<file path="config.mk">
export PLATFORM = sky130hd
export DESIGN_NAME = rfsh_sched
export DESIGN_NICKNAME = d
export VERILOG_FILES = /design/src/rtl/rfsh_pkg.sv /design/src/rtl/rfsh_timer.sv /design/src/rtl/rfsh_pending.sv /design/src/rtl/rfsh_cycle.sv /design/src/rtl/rfsh_sched.sv
export SDC_FILE = /design/constraint.sdc
export NUM_CORES = 1
export LEC_CHECK = 0
export BUFFER_PORTS_ARGS = -buffer_cell sky130_fd_sc_hd__buf_4
export CORE_UTILIZATION = 45
export CTS_CLUSTER_DIAMETER = 60
export CTS_CLUSTER_SIZE = 14
export DETAILED_ROUTE_END_ITERATION = 7
export PLACE_DENSITY_LB_ADDON = 0.12
export SETUP_SLACK_MARGIN = 0.1
export SKIP_LAST_GASP = 1
export SYNTH_ARGS = -nofsm -noshare
export SYNTH_HDL_FRONTEND = slang
export SYNTH_SLANG_ARGS = --single-unit
</file>
<file path="constraint.sdc">
create_clock -name clk -period 6 [get_ports clk]
set_input_delay 1.2 -clock clk [delete_from_list [all_inputs] [get_ports clk]]
set_output_delay 1.2 -clock clk [all_outputs]
set_load 0.005 [all_outputs]
</file>
<file path="src/rtl/rfsh_pkg.sv">
// Shared types for the refresh scheduler.
package rfsh_pkg;
    // Refresh policy: single row per tick, or a full-window batch.
    typedef enum logic {
        POL_SPREAD = 1'b0,
        POL_BATCH  = 1'b1
    } policy_e;
endpackage

</file>
<file path="src/rtl/rfsh_timer.sv">
// Interval timer: emits one tick per row period, or per half period when hot.
// It also counts ticks into windows of N_ROWS and flags the last tick of each window.
// Assumes INTERVAL >= 4 so that the halved period is at least 2 clocks.
module rfsh_timer #(
    parameter int INTERVAL = 1040,
    parameter int N_ROWS   = 8192
) (
    input  logic clk,
    input  logic rst_n,
    input  logic run_i,
    input  logic hot_i,
    output logic tick_o,
    output logic win_tick_o
);
    localparam int CW   = $clog2(INTERVAL);
    localparam int WW   = (N_ROWS > 1) ? $clog2(N_ROWS) : 1;
    localparam int HALF = INTERVAL / 2;

    logic [CW-1:0] cnt;
    logic [CW-1:0] reload;
    logic [WW-1:0] win;

    assign reload     = hot_i ? CW'(HALF - 1) : CW'(INTERVAL - 1);
    assign tick_o     = run_i && (cnt == '0);
    assign win_tick_o = tick_o && (win == WW'(N_ROWS - 1));

    // Count down; reload on expiry, while halted, or when the period shrinks.
    always_ff @(posedge clk) begin
        if (!rst_n)
            cnt <= CW'(INTERVAL - 1);
        else if (!run_i || cnt == '0 || cnt > reload)
            cnt <= reload;
        else
            cnt <= cnt - 1'b1;
    end

    // Count ticks within one retention window.
    always_ff @(posedge clk) begin
        if (!rst_n || !run_i)
            win <= '0;
        else if (tick_o)
            win <= (win == WW'(N_ROWS - 1)) ? '0 : win + 1'b1;
    end

    // ticks are never on adjacent clocks.
    assert_tick_spaced_R2: assert property (@(posedge clk) disable iff (!rst_n)
        tick_o |=> !tick_o);
endmodule

</file>
<file path="src/rtl/rfsh_pending.sv">
// Pending-refresh counter: adds per tick or per window, subtracts one per start.
// Saturates at N_ROWS and flags a backlog above URGENT_LIM.
module rfsh_pending
    import rfsh_pkg::*;
#(
    parameter int N_ROWS     = 8192,
    parameter int URGENT_LIM = 8
) (
    input  logic    clk,
    input  logic    rst_n,
    input  logic    clear_i,
    input  policy_e policy_i,
    input  logic    tick_i,
    input  logic    win_tick_i,
    input  logic    take_i,
    output logic    pend_any_o,
    output logic    urgent_o
);
    localparam int PW = $clog2(N_ROWS + 1);

    logic [PW-1:0] pend;
    logic [PW-1:0] add;
    logic [PW-1:0] room;
    logic [PW-1:0] add_eff;

    // Select how many refreshes this clock contributes.
    always_comb begin
        if (policy_i == POL_BATCH)
            add = win_tick_i ? PW'(N_ROWS) : '0;
        else
            add = tick_i ? PW'(1) : '0;
        room    = PW'(N_ROWS) - pend;
        add_eff = (add > room) ? room : add;
    end

    // Update the backlog; dropped entirely while the device self-refreshes.
    always_ff @(posedge clk) begin
        if (!rst_n || clear_i)
            pend <= '0;
        else
            pend <= pend + add_eff - PW'(take_i);
    end

    assign pend_any_o = (pend != '0);
    assign urgent_o   = (pend > PW'(URGENT_LIM));

    // backlog never exceeds one window's worth of rows.
    assert_pend_bound_R7: assert property (@(posedge clk) disable iff (!rst_n)
        pend <= PW'(N_ROWS));
    // urgency can only appear right after refreshes were added.
    assert_urgent_cause_R8: assert property (@(posedge clk) disable iff (!rst_n)
        $rose(urgent_o) |-> $past(tick_i || win_tick_i));
endmodule

</file>
<file path="src/rtl/rfsh_cycle.sv">
// Refresh cycle sequencer and row counter.
// Runs one REF_CLKS-long cycle per start. Latches the addressing choice at the start
// and advances the row at the end only for counter-driven cycles.
// Assumes start_i is only asserted while no cycle runs.
module rfsh_cycle #(
    parameter int N_ROWS   = 8192,
    parameter int REF_CLKS = 4
) (
    input  logic                      clk,
    input  logic                      rst_n,
    input  logic                      start_i,
    input  logic                      own_row_i,
    output logic                      busy_o,
    output logic [$clog2(N_ROWS)-1:0] row_o,
    output logic                      row_en_o
);
    localparam int RW  = $clog2(N_ROWS);
    localparam int CCW = (REF_CLKS > 1) ? $clog2(REF_CLKS) : 1;

    logic           active;
    logic [CCW-1:0] cyc;
    logic           own_q;
    logic [RW-1:0]  row;
    logic           last;

    assign last = active && (cyc == '0);

    // Sequence the fixed-length cycle and latch the addressing choice.
    always_ff @(posedge clk) begin
        if (!rst_n) begin
            active <= 1'b0;
            cyc    <= '0;
            own_q  <= 1'b0;
        end else if (start_i) begin
            active <= 1'b1;
            cyc    <= CCW'(REF_CLKS - 1);
            own_q  <= own_row_i;
        end else if (last) begin
            active <= 1'b0;
        end else if (active) begin
            cyc <= cyc - 1'b1;
        end
    end

    // Advance the row after each counter-driven cycle, wrapping at the last row.
    always_ff @(posedge clk) begin
        if (!rst_n)
            row <= '0;
        else if (last && own_q)
            row <= (row == RW'(N_ROWS - 1)) ? '0 : row + 1'b1;
    end

    assign busy_o   = active;
    assign row_en_o = active && own_q;
    assign row_o    = row_en_o ? row : '0;

    // the row after the last one is row 0.
    assert_row_wrap_R5: assert property (@(posedge clk) disable iff (!rst_n)
        (last && own_q && row == RW'(N_ROWS - 1)) |=> (row == '0));
    // a new cycle never starts inside a running one.
    assert_no_overlap_R7: assert property (@(posedge clk) disable iff (!rst_n)
        start_i |-> !active);
endmodule

</file>
<file path="src/rtl/rfsh_sched.sv">
// DRAM refresh scheduler top.
// Ties the timer, backlog and cycle sequencer together. It raises requests to the
// access arbiter and starts a refresh only on an accept during a free clock.
// It yields to device self-refresh on request.
// Assumes all inputs are synchronous to clk.
module rfsh_sched
    import rfsh_pkg::*;
#(
    parameter int N_ROWS     = 8192,
    parameter int INTERVAL   = 1040,
    parameter int REF_CLKS   = 4,
    parameter int URGENT_LIM = 8
) (
    input  logic                      clk,
    input  logic                      rst_n,
    input  logic                      batch_mode_i,
    input  logic                      own_row_i,
    input  logic                      hot_i,
    input  logic                      self_ref_req_i,
    input  logic                      ref_ack_i,
    input  logic                      access_busy_i,
    output logic                      ref_req_o,
    output logic                      ref_urgent_o,
    output logic                      ref_busy_o,
    output logic [$clog2(N_ROWS)-1:0] ref_row_o,
    output logic                      ref_row_en_o,
    output logic                      self_ref_o
);
    logic    sleep;
    logic    tick;
    logic    win_tick;
    logic    pend_any;
    logic    start;
    policy_e policy;

    assign policy    = policy_e'(batch_mode_i);
    assign ref_req_o = pend_any && !ref_busy_o && !sleep && !self_ref_req_i;
    assign start     = ref_req_o && ref_ack_i && !access_busy_i;
    assign self_ref_o = sleep;

    // Enter self-refresh once no cycle is running; leave as soon as released.
    always_ff @(posedge clk) begin
        if (!rst_n)
            sleep <= 1'b0;
        else
            sleep <= self_ref_req_i && !ref_busy_o;
    end

    rfsh_timer #(.INTERVAL(INTERVAL), .N_ROWS(N_ROWS)) i_timer (
        .clk        (clk),
        .rst_n      (rst_n),
        .run_i      (!sleep),
        .hot_i      (hot_i),
        .tick_o     (tick),
        .win_tick_o (win_tick)
    );

    rfsh_pending #(.N_ROWS(N_ROWS), .URGENT_LIM(URGENT_LIM)) i_pending (
        .clk        (clk),
        .rst_n      (rst_n),
        .clear_i    (sleep),
        .policy_i   (policy),
        .tick_i     (tick),
        .win_tick_i (win_tick),
        .take_i     (start),
        .pend_any_o (pend_any),
        .urgent_o   (ref_urgent_o)
    );

    rfsh_cycle #(.N_ROWS(N_ROWS), .REF_CLKS(REF_CLKS)) i_cycle (
        .clk       (clk),
        .rst_n     (rst_n),
        .start_i   (start),
        .own_row_i (own_row_i),
        .busy_o    (ref_busy_o),
        .row_o     (ref_row_o),
        .row_en_o  (ref_row_en_o)
    );

    // every cycle start follows an accept on a clock free of normal access.
    assert_start_gated_R7: assert property (@(posedge clk) disable iff (!rst_n)
        $rose(ref_busy_o) |-> $past(ref_ack_i && !access_busy_i));
    // self-refresh is entered only on request and never mid-cycle.
    assert_sleep_entry_R10: assert property (@(posedge clk) disable iff (!rst_n)
        $rose(self_ref_o) |-> $past(self_ref_req_i && !ref_busy_o));
endmodule

</file>
==> results.json <==
{
  "syn-num-nets": 508,
  "routed-via-count": 3102,
  "final_antenna_net_count": 0,
  "synth_xor_xnor_area_share_pct": 9.94,
  "placement.cell_area_mm2": 0.00397,
  "p_per_area_mw_per_mm2": 323,
  "vias_in_the_first_global_route": 2861,
  "post_route_cells_drive_above_1_share_pct": 9.00,
  "count_of_clock_tree_sinks": 56,
  "design.final.nets": 529,
  "syn-cell-area_mm2": 0.00370,
  "compound_gate_fraction_of_synth_area_pct": 13.3,
  "port-buffer-count": 25,
  "floorplan.io_pins": 26,
  "fin_tns_setup_ps": 0,
  "cts.reportedPaths.clkPinSlew_ps": 100,
  "remaining_drc_errors": 0,
  "global_route.peak_usage_layer": "met2",
  "yosys.cell_count.top_type": "sky130_fd_sc_hd__nor2_1",
  "post-synth-top-area-fraction_pct": 30.3,
  "grt_start_max_net_pins": 20,
  "numCtsBuffers": 5,
  "grt.overflow.total": 0,
  "std_cell_rows": 32,
  "vias_per_cell": 5.25,
  "detail_route.first_pass.iterations": 4,
  "relSlewSlack_pct": 52.8,
  "synth.area.mux_share_pct": 1.35,
  "slowest_stage_delay_cp_ps": 730,
  "synth_cell_types": 59,
  "post_cts_buffers": 0,
  "max_cap_viol_count": 0,
  "final_cells": 591,
  "use_met1_pct": 25.4,
  "yosys-top-cells-count": "sky130_fd_sc_hd__nor2_1 (60), sky130_fd_sc_hd__dfxtp_1 (56), sky130_fd_sc_hd__nand2_1 (43)",
  "die_area_mm2": 0.00859,
  "initial_standard_cell_utilization_of_the_core_pct": 47.2,
  "tritoncts": "yes",
  "dp.cells": 583,
  "finalClockSkew_ps": 7.06,
  "critical_path.max_fanout": 12,
  "wl_per_cell_um": 12.8,
  "critical-path-top-cell-by-count": "sky130_fd_sc_hd__o21ai_0",
  "antenna_cells_inserted": 0,
  "synthCells": 467,
  "worstSkewPairLatency_ps": 310,
  "detailedPlacementHpwl_um": 5880,
  "fp.dieH_um": 92.7,
  "netlist_top_cells_area": "sky130_fd_sc_hd__dfxtp_1 (30%), sky130_fd_sc_hd__ha_1 (11%), sky130_fd_sc_hd__nor2_1 (6.1%)",
  "post_synth.cell_area_avg_um2": 7.93,
  "period_needed_ps": 5370,
  "setup_viol": 0,
  "irDropWorstVdd_mv": 0.129,
  "final-max-slew-violation-count": 0,
  "grt_use_total_pct": 18.5,
  "fp.dieW_um": 92.7,
  "postSynth.asyncResetShare_pct": 0,
  "worst_path_max_delay_cell": "sky130_fd_sc_hd__or4_1",
  "place_ws_ps": 565,
  "setup_crit_end_kind": "flop",
  "status": "finished clean",
  "synthAdderAreaFrac_pct": 11.4,
  "synth.yosys.seq_area_share_pct": 30.3,
  "syn2layout_area_growth_pct": 10.4,
  "postLayoutSetupSlackWorst_ps": 627,
  "layout.core_utilization_pct": 52.1,
  "cts-root-to-sink-buffers": 2,
  "floorplan.core_area_mm2": 0.00785,
  "period_utilization_post_route_pct": 89.5,
  "clock.fmax_ghz": 0.186,
  "netlist.top_cell.by_area": "sky130_fd_sc_hd__dfxtp_1",
  "total_leakage_power_nw": 1.74,
  "first_iter_violations": 89,
  "tightestPinTransition_ps": 703,
  "final_hold_viol_count": 0,
  "worstPathArrival_ps": 5620,
  "ys.warnings.count": 0,
  "placer_congestion_estimate": 0.826,
  "antenna_found_initial": 0,
  "yosys.area_share.simple_pct": 28.8,
  "synth_edf_count": 0,
  "ys_ff_latch": 56,
  "cp_cell_sequence": "or4_1 > nor4_4 > nand2_1 > xor2_1 > ha_1 > o2111ai_1 > a2111oi_4 > a21oi_2 > or2_4 > nor2_2 > o21bai_1 > ha_1 > inv_1 > fa_1 > nor2b_1 > o21ai_0 > a21boi_0 > o21ai_0 > a21oi_1 > a31oi_1 > o21ai_0 > mux2i_1",
  "cts_root_buffer": "sky130_fd_sc_hd__clkbuf_8",
  "grtUsageMet2_pct": 30.8,
  "groute.layer.met3.usage_pct": 2.46,
  "min-delay-path-class": "flop to flop",
  "cts_htree_levels": 2,
  "grt_pass1_wl_um": 12900,
  "grt_setup_unrepaired": "no",
  "ys_dominant_reg_cell": "sky130_fd_sc_hd__dfxtp_1",
  "synth_top_family_by_area": "simple AND/OR/NAND/NOR gates",
  "cp_data_required_time_ps": 6250,
  "final_cell_area_mm2": 0.00409,
  "critPathKind": "flop to flop",
  "cp-start-kind": "flop",
  "routed_wl_um": 7580
}
## critical path: cells and delay by family, from the launching register on
| family | cells | cell delay [ps] |
|---|---|---|
| compound gates | 10 | 1900 |
| xor+xnor | 1 | 160 |
| fa+ha+maj | 3 | 860 |
| buf+inv | 1 | 60 |
| flops | 1 | 370 |
| mux | 1 | 190 |
| simple gates | 6 | 1760 |
## cells by family (layout without fill, tap and decap cells)
logic type | after synthesis | in the layout
AND/OR/NAND/NOR | 212 | 212
AO/OA/AOI/OAI | 72 | 72
flip-flops | 56 | 56
buffers and inverters | 47 | 69
XOR/XNOR | 42 | 42
adder cells (fa/ha/maj) | 33 | 33
multiplexers | 5 | 5
## state kept, by name (all words and copies together) (netlist names)
signal          cells
i_timer.win        13
i_cycle.busy_o      1
i_cycle.cyc         2
i_pending.pend     14
self_ref_o          1
i_timer.cnt        11
i_cycle.own_q       1
i_cycle.row        13
## what timing repair did
| action | in CTS | in global routing |
|---|---|---|
| hold buffers | 0 | 0 |
| endpoints found under the setup margin | 0 | 1 |
| resized for setup | 0 | 3 |
## metrics by stage
stage / hold slack (ps) / total power [W]
6_report: 452 / 0.00132
5_1_grt: 489 / 0.00144
4_1_cts: 455 / 0.00132
3_5_place_dp: 429 / 0.00110
3_3_place_gp: 430 / 0.00110
2_1_floorplan: 401 / 0.000976
## final cells by class
cell class	count	area, um^2
clock buffers	7	86.3
clock inverters	1	7.51
fillers	795	3760
inverters	35	131
multi-input cells	364	2420
flip-flops and latches	56	1120
well taps	102	128
repair buffers	26	195
## worst paths after layout
check	start	endpoint	slack, ps	cells after the start
min reg2reg	i_timer.cnt[0]	i_timer.cnt[0]	450	1
max reg2reg	i_pending.pend[3]	i_pending.pend[12]	630	22
min	i_timer.cnt[0]	i_timer.cnt[0]	450	1
max	i_pending.pend[3]	i_pending.pend[12]	630	22
## cell usage in the layout (no fill, tap or decap), types with 17 or more instances in the layout
cell type                  n
sky130_fd_sc_hd__nor2_1   60
sky130_fd_sc_hd__dfxtp_1  56
sky130_fd_sc_hd__nand2_1  43
sky130_fd_sc_hd__inv_1    35
sky130_fd_sc_hd__ha_1     32
sky130_fd_sc_hd__buf_4    26
sky130_fd_sc_hd__xor2_1   22
sky130_fd_sc_hd__and3_1   20
sky130_fd_sc_hd__xnor2_1  20
sky130_fd_sc_hd__a21oi_1  17
## layer usage
layer,vias to the layer above,share of wire (%),wire [um]
met5,-,0,0
met4,0,0.73,55
met3,4,2.4,180
met2,35,48,3620
met1,1419,49,3730
li1,1644,-,-
## power by group
group	switching, W	internal, W
Combinational	0.000354	0.000288
Sequential	0.0000546	0.000407
Clock	0.000123	0.0000942
Total	0.000532	0.000789
Note: power is estimated with default switching activity, not from simulation.
